## src/rtl/madbus_pkg.sv

```systemverilog
package madbus_pkg;

    localparam int BUS_W  = 8;
    localparam int WORD_W = 2 * BUS_W;

    // Complete registered state of the bus sequencer
    typedef struct packed {
        logic [BUS_W-1:0]  base;      // latched register index
        logic              lsb_slot;  // 0: next strobe moves MSB, 1: moves LSB
        logic [BUS_W-1:0]  stage;     // staged write MSB
        logic [WORD_W-1:0] snap;      // read snapshot taken on MSB read
        logic [BUS_W-1:0]  dout;      // byte presented to the pad
        logic              oe;        // pad output enable
        logic              wr_prev;   // previous synchronized strobe levels
        logic              rd_prev;
        logic              ale_prev;
    } seq_state_t;

    localparam seq_state_t SEQ_RESET = '{
        base: '0, lsb_slot: 1'b0, stage: '0, snap: '0, dout: '0,
        oe: 1'b0, wr_prev: 1'b1, rd_prev: 1'b1, ale_prev: 1'b0
    };

endpackage

```

## src/rtl/madbus_sync.sv

```systemverilog
module madbus_sync #(
    parameter int             WIDTH  = 4,
    parameter int             STAGES = 2,       // must be at least 2
    parameter logic [WIDTH-1:0] INIT = '0
) (
    input  logic             clk,
    input  logic             rst_n,
    input  logic [WIDTH-1:0] din,
    output logic [WIDTH-1:0] dout
);

    logic [STAGES-1:0][WIDTH-1:0] chain_d, chain_q;

    always_comb begin
        chain_d = {chain_q[STAGES-2:0], din};
    end

    always_ff @(posedge clk or negedge rst_n) begin
        if (!rst_n) chain_q <= {STAGES{INIT}};
        else        chain_q <= chain_d;
    end

    assign dout = chain_q[STAGES-1];

endmodule

```

## src/rtl/madbus_regfile.sv

```systemverilog
module madbus_regfile #(
    parameter int ENTRIES = 16,
    parameter int DATA_W  = 16,
    parameter int ADDR_W  = 8
) (
    input  logic              clk,
    input  logic              rst_n,
    input  logic              we,
    input  logic [ADDR_W-1:0] waddr,
    input  logic [DATA_W-1:0] wdata,
    input  logic [ADDR_W-1:0] raddr,
    output logic [DATA_W-1:0] rdata
);

    localparam int IDX_W = (ENTRIES > 1) ? $clog2(ENTRIES) : 1;

    logic [ENTRIES-1:0][DATA_W-1:0] mem_d, mem_q;
    logic w_hit, r_hit;

    // Full-width compare so indexes above the file never alias
    assign w_hit = {1'b0, waddr} < (ADDR_W+1)'(ENTRIES);
    assign r_hit = {1'b0, raddr} < (ADDR_W+1)'(ENTRIES);

    always_comb begin
        mem_d = mem_q;
        if (we && w_hit) mem_d[waddr[IDX_W-1:0]] = wdata;
    end

    always_ff @(posedge clk or negedge rst_n) begin
        if (!rst_n) mem_q <= '0;
        else        mem_q <= mem_d;
    end

    assign rdata = r_hit ? mem_q[raddr[IDX_W-1:0]] : '0;

endmodule

```

## src/rtl/madbus_slave.sv

```systemverilog
module madbus_slave
    import madbus_pkg::*;
#(
    parameter int REG_COUNT   = 16,
    parameter int SYNC_STAGES = 2
) (
    input  logic             clk,
    input  logic             rst_n,
    input  logic             bus_cs_n,
    input  logic             bus_wr_n,
    input  logic             bus_rd_n,
    input  logic             bus_ale,
    input  logic [BUS_W-1:0] bus_ad_in,
    output logic [BUS_W-1:0] bus_ad_out,
    output logic             bus_ad_oe
);

    seq_state_t        q_q, q_d;
    logic              cs_s_n, wr_s, rd_s, ale_s;
    logic              wr_rise, rd_fall, rd_rise, ale_fall, cs_act;
    logic              commit;
    logic [WORD_W-1:0] rd_word;

    // Strobes idle high, latch enable idle low
    madbus_sync #(
        .WIDTH (4),
        .STAGES(SYNC_STAGES),
        .INIT  (4'b1110)
    ) u_sync (
        .clk  (clk),
        .rst_n(rst_n),
        .din  ({bus_cs_n, bus_wr_n, bus_rd_n, bus_ale}),
        .dout ({cs_s_n, wr_s, rd_s, ale_s})
    );

    assign cs_act   = !cs_s_n;
    assign wr_rise  = wr_s && !q_q.wr_prev;
    assign rd_fall  = !rd_s && q_q.rd_prev;
    assign rd_rise  = rd_s && !q_q.rd_prev;
    assign ale_fall = !ale_s && q_q.ale_prev;

    madbus_regfile #(
        .ENTRIES(REG_COUNT),
        .DATA_W (WORD_W),
        .ADDR_W (BUS_W)
    ) u_regs (
        .clk  (clk),
        .rst_n(rst_n),
        .we   (commit),
        .waddr(q_q.base),
        .wdata({q_q.stage, bus_ad_in}),
        .raddr(q_q.base),
        .rdata(rd_word)
    );

    always_comb begin
        q_d          = q_q;
        commit       = 1'b0;
        q_d.wr_prev  = wr_s;
        q_d.rd_prev  = rd_s;
        q_d.ale_prev = ale_s;

        // Pad is released as soon as the read strobe or chip select ends
        if (!cs_act || rd_s) q_d.oe = 1'b0;

        if (cs_act) begin
            if (ale_fall) begin
                q_d.base     = bus_ad_in;
                q_d.lsb_slot = 1'b0;
            end else if (wr_rise) begin
                if (!q_q.lsb_slot) q_d.stage = bus_ad_in;
                else               commit    = 1'b1;
                q_d.lsb_slot = !q_q.lsb_slot;
            end else if (rd_fall) begin
                q_d.oe = 1'b1;
                if (!q_q.lsb_slot) begin
                    q_d.snap = rd_word;
                    q_d.dout = rd_word[WORD_W-1:BUS_W];
                end else begin
                    q_d.dout = q_q.snap[BUS_W-1:0];
                end
            end else if (rd_rise) begin
                q_d.lsb_slot = !q_q.lsb_slot;
            end
        end
    end

    always_ff @(posedge clk or negedge rst_n) begin
        if (!rst_n) q_q <= SEQ_RESET;
        else        q_q <= q_d;
    end

    assign bus_ad_out = q_q.dout;
    assign bus_ad_oe  = q_q.oe;

endmodule

```

## config.mk

```make
export PLATFORM = sky130hd
export DESIGN_NAME = madbus_slave
export DESIGN_NICKNAME = d
export VERILOG_FILES = /design/src/rtl/madbus_pkg.sv /design/src/rtl/madbus_sync.sv /design/src/rtl/madbus_regfile.sv /design/src/rtl/madbus_slave.sv
export SDC_FILE = /design/constraint.sdc
export NUM_CORES = 1
export LEC_CHECK = 0
export BUFFER_PORTS_ARGS = -buffer_cell sky130_fd_sc_hd__buf_4
export CORE_MARGIN = 3
export CORE_UTILIZATION = 44
export DETAILED_ROUTE_END_ITERATION = 8
export GPL_TIMING_DRIVEN = 0
export PLACE_DENSITY = 0.63
export SKIP_LAST_GASP = 1
export SLEW_MARGIN = 20
export SYNTH_ARGS = -nofsm -noshare
export SYNTH_HDL_FRONTEND = slang
export SYNTH_SLANG_ARGS = --single-unit
```

## constraint.sdc

```tcl
create_clock -name clk -period 4.41 [get_ports clk]
set_input_delay 0.441 -clock clk [delete_from_list [all_inputs] [get_ports clk]]
set_output_delay 0.441 -clock clk [all_outputs]
set_load 0.01 [all_outputs]
```

# Word-level counts from Yosys, hierarchy flattened
# Index checks and enable logic that the tools add are counted.
[classes]
n_bitwise = 4
magnitude_cmp = 3
reduce_logical = 18
n_eq_ne = 1
n_mux = 20
[ops]
columns = ["operator", "n"]
rows = [
  ["$bwmux 256", 1],
  ["$bmux 16 s4", 1],
  ["$demux 16 s4", 1],
  ["$mux 16", 3],
  ["$mux 1", 13],
  ["$lt 8x5->1 const B", 1],
  ["$mux 8", 1],
  ["$reduce_and 4->1", 2],
  ["$logic_and 1x1->1", 6],
  ["$logic_not 1->1", 5],
  ["$lt 4x5->1 const B", 1],
  ["$reduce_and 5->1", 1],
  ["$ge 4x1->1 const B", 1],
  ["$not 1->1", 4],
  ["$ne 3x2->1 const B", 1],
  ["$reduce_and 3->1", 1],
  ["$reduce_bool 3->1", 1],
  ["$reduce_and 2->1", 1],
  ["$logic_or 1x1->1", 1],
]
[totals]
input_bits = 14
wordCells = 73
ff_bits = 309

# Depth between registers and ports, before layout
[logic_depth]
depth_word = 6
mapped_depth = 7
ltp_nobuf = 4

# Cells and area by module
# From an unflattened synthesis, not the netlist that was laid out.
[unflattened]
hier_cells = 876
area_unflattened_um2 = 13613.1
[by_module_without_submodules]
columns = ["module", "cells_each", "seq_area_each_um2", "n_inst", "area_each_um2"]
rows = [
  ["madbus_regfile", 762, 6406.1, 1, 11770.0],
  ["madbus_slave", 106, 928.4, 1, 1635.3],
  ["madbus_sync", 8, 207.7, 1, 207.7],
]

# Worst setup path before layout
# No wires, ideal clock.
[synth_path]
kind = "register to register"
startpoint = "register u_sync.chain_q, in the netlist u_sync.dout[2]"
endpoint = "register u_regs.mem_q[226] in the netlist's numbering"
path_slack_ns = 2.153
period_less_slack_ns = 2.257
setup_time_ns = 0.125
t_required_ns = 4.285
path_stages_with_launch = 7
arrival_ns = 2.132
path_cell_list = "dfstp_2 > nor3b_2 > nand4_4 > buf_6 > nor3_2 > buf_4 > mux2_2"
[synth_between]
elab_chain_len = 5
[synth_rtl]
columns = ["item", "line_no", "text"]
rows = [
  ["start: declaration", "madbus_sync.sv:12", "logic [STAGES-1:0][WIDTH-1:0] chain_d, chain_q;"],
  ["start signal: assignment", "madbus_sync.sv:19", "if (!rst_n) chain_q <= {STAGES{INIT}};"],
  ["start signal: assignment", "madbus_sync.sv:20", "else chain_q <= chain_d;"],
  ["$logic_and 1x1->1", "madbus_slave.sv:37", "assign wr_rise = wr_s && !q_q.wr_prev;"],
  ["$mux 1", "madbus_slave.sv:70", "end else if (wr_rise) begin"],
  ["$mux 1", "madbus_slave.sv:67", "if (ale_fall) begin"],
  ["$mux 1", "madbus_slave.sv:66", "if (cs_act) begin"],
  ["$logic_and 1x1->1", "madbus_regfile.sv:26", "if (we && w_hit) mem_d[waddr[IDX_W-1:0]] = wdata;"],
  ["end signal: assignment", "madbus_regfile.sv:31", "else mem_q <= mem_d;"],
  ["end: declaration", "madbus_regfile.sv:17", "logic [ENTRIES-1:0][DATA_W-1:0] mem_d, mem_q;"],
]
# Every way passes these cells.
# A chain may end at the register's enable or synchronous reset.

# Worst setup path in the final report
[layout_path]
startpoint = "register q_q[38] in the netlist's numbering"
endpoint = "register q_q, in the netlist bus_ad_out[6]"
[layout_between]
elab_chain_len = 4
[layout_rtl]
columns = ["item", "line_no", "text"]
rows = [
  ["start: declaration", "madbus_slave.sv:18", "seq_state_t q_q, q_d;"],
  ["start signal: assignment", "madbus_slave.sv:90", "else q_q <= q_d;"],
  ["$bmux 16 s4", "madbus_regfile.sv:34", "assign rdata = r_hit ? mem_q[raddr[IDX_W-1:0]] : '0;"],
  ["$mux 16 (implied by the code)", "madbus_regfile.sv:34", ""],
  ["$mux 16 (*)", "madbus_regfile.sv:34", ""],
  ["$mux 8 (*)", "madbus_slave.sv:76", "if (!q_q.lsb_slot) begin"],
]
# Every way passes the cells marked *; elsewhere a longest branch is shown, timed or not. The select of a mux whose other input is x is not followed.

==> out/metrics.cfg <==
[outcome]
status=finished clean

[critical_path]
arrival_ps=3430
crit_path_end=bus_ad_out[6]$_DFFE_PN0P_
cpLargestDelayFamily=buffers and inverters
crit_path_end_kind=flip-flop
r2r-end=bus_ad_out[6]$_DFFE_PN0P_
crit_required_ps=4780
rr_startpoint=q_q[38]$_DFFE_PN0P_
r2r_slack_ps=1350
crit_start=q_q[38]$_DFFE_PN0P_
crit_path_frequent_cell=clkbuf_1
critical_path_class=flip-flop to flip-flop
reg2regPathDepth=6
critPathBufInv=3
path_cells=buf_2 -> clkbuf_1 -> clkbuf_1 -> mux4_2 -> mux2i_1 -> o221ai_1
critPathLaunchType=flip-flop
path_max_fanout=10
max_stage_delay_ps=810
slowest_stage=clkbuf_1
cp.depth=6

[global_route]
grt_pass1_wl_um=48900
grt_overflow=0
antenna_found_initial=0
grt_usage=0.193
grt_max_degree=93
grt_pass1_vias=7850

[die]
io_pins=23
start_util=0.452
fp.dieW_um=182
dieHeight_um=182
rows=63
fp.dieArea_um2=33000
coreArea_um2=30000

[synthesis]
async_flop_share=1.00
synth_fp_nets=841
synth-seq-cells=301
synthMostInstantiatedCell=dfrtp_1
synth_top_area_frac=0.540
syn_avg_cell_area_um2=16.4
synth_cell_type_count=32
ys.flop_type=dfrtp_1
synth-seq-area-share=0.556
yosys_warnings=0
yosys.area.top_type=dfrtp_1
synthTopCellsByArea=dfrtp_1 54%, mux2_2 22%, mux4_2 11%, mux2i_1 3.0%, dfstp_2 1.5%
synth_commonest_cells=293 x dfrtp_1, 260 x mux2_2, 64 x mux4_2, 41 x mux2i_1, 21 x clkbuf_1
syn_area_um2=13600
synth_edf_count=0
syn_inst=827

[cts]
cts_made_buffers=35
cts_setup_buffers=0
cts_max_level=2
cts.sinks=301
tritoncts=built
clock_path_buffers=3
clock_latency_ps=510
root_buffer=clkbuf_16
path_clk_slew_ps=60

[run]
maxCapViolations=0

[power_and_ir_drop]
pwr_density_cell_nw_per_um2=437
cellLeakagePower_uw=0.00739
ir_drop_mv=0.266
finalPower_uw=6740

[timing]
final.setup.tns_ps=0
setup_viol=0
min_period_ps=3060
maxSlewViolCount=0
finalCritPeriodShare=0.694
fmax_mhz=327
rsz0062_at_grt=false
hold_viol_final=0
slew_headroom=0.320
skew_ps=12.1
worst_pin_slew_ps=1020

[min_path]
hold_class=primary input to flip-flop

[drt]
dr.pass1.iters=4
ant_nets=0
vias_per_cell=5.62
wl_um=31200
drt_iter0_drc=501
route.vias.total=7323
drc=0
wl_per_cell_um=23.9

[cells_and_area]
syn_to_final_growth_pct=13.8
fin_nets=904
n_fill_cell=2510
utilization=0.514
num_antenna_cells=0
finalNonFillerCells=1304
final_layout_size_suffix_gt1_frac=0.515

[place]
gp_congestion=0.793
dp_hpwl_um=21000
dp.cells=1242
io_buffers=22

-- stage by stage --
stage	hold WS, ps	setup slack [ps]	area [µm²]
after floorplan	145	2150	13600
after global placement	347	99.9	14200
after detailed placement	342	1300	14300
after CTS	17.3	1290	15400
after global routing	18.5	1180	15400
final	40.0	1350	15400
-- worst reg2reg max path, cell delays in order, from the launching register on --
cell and delay, ps:
dfrtp_1 310, buf_2 260, clkbuf_1 580, clkbuf_1 820, mux4_2 420, mux2i_1 350
o221ai_1 190
-- flip-flops by register name, indices dropped and copies added, names as in the netlist --
| name | cells |
|---|---|
| u_regs.mem_q | 256 |
| q_q | 28 |
| bus_ad_out | 8 |
| u_sync.chain_d | 4 |
| u_sync.dout | 4 |
| bus_ad_oe | 1 |
-- layout by cell type, fill, tap and decap left out, types with 2 or more instances in the layout --
master,synthesis,layout
mux4_2,64,64
mux2i_1,41,41
mux2_2,260,260
clkbuf_1,21,32
bufinv_16,0,2
and2_1,9,9
buf_2,12,13
nand2_1,13,13
nand3_1,2,2
buf_1,18,16
dfrtp_1,293,293
clkbuf_16,0,36
mux2_1,2,2
nand2b_1,7,7
nor2_1,3,3
buf_4,18,39
nor4_4,7,7
mux2_4,10,10
clkbuf_8,0,5
buf_8,1,2
clkbuf_2,1,2
buf_16,0,3
o221ai_1,16,16
buf_6,2,2
clkinv_2,0,5
nor3_4,8,8
dfstp_2,8,8
and3_1,2,2
-- worst min-delay path by stage --
stage,start,end,slack (ps),cells past startpoint
after floorplan,rst_n,bus_ad_oe$_DFF_PN0_,150,0
after global placement,u_sync.chain_d[4]$_DFF_PN0_,u_sync.dout[0]$_DFF_PN0_,350,0
after detailed placement,u_sync.chain_d[4]$_DFF_PN0_,u_sync.dout[0]$_DFF_PN0_,340,0
after CTS,bus_wr_n,u_sync.chain_d[6]$_DFF_PN1_,20,1
after global routing,bus_ale,u_sync.chain_d[4]$_DFF_PN0_,20,1
final,bus_wr_n,u_sync.chain_d[6]$_DFF_PN1_,40,1
-- kinds of logic after synthesis --
family	synth area share
AO/OA/AOI/OAI	0.0108
buffers and inverters	0.0286
multiplexers	0.365
flip-flops	0.556
AND/OR/NAND/NOR	0.0396
-- metal layers --
metal	vias up	share of wire	track usage
met5	-	0	0
met4	0	0.024	0.0542
met3	39	0.052	0.0385
met2	126	0.46	0.297
met1	3951	0.46	0.281
li1	3207	-	-
-- power by group --
| part | internal (µW) | switching, µW | total, µW |
|---|---|---|---|
| sequential | 2890 | 137 | 3030 |
| combinational | 327 | 561 | 888 |
| clock | 1710 | 1120 | 2820 |
| total | 4930 | 1820 | 6740 |
-- layout make-up --
| type | instances | area (µm²) | share of cell area |
|---|---|---|---|
| flip-flops and latches | 301 | 7540 | 0.488 |
| multi-input cells | 452 | 5640 | 0.365 |
| clock buffers | 52 | 1010 | 0.0655 |
| well taps | 390 | 488 | 0.0316 |
| plain buffers | 73 | 387 | 0.0250 |
| repair buffers | 26 | 265 | 0.0172 |
| clock inverters | 9 | 110 | 0.00713 |
| inverters | 1 | 3.75 | 0.000243 |
-- repair_timing --
item	CTS	global route
gates resized for setup	0	0
endpoints found under the hold margin	51	0
hold buffers	1	0
Power figures use the tool's default switching activity.
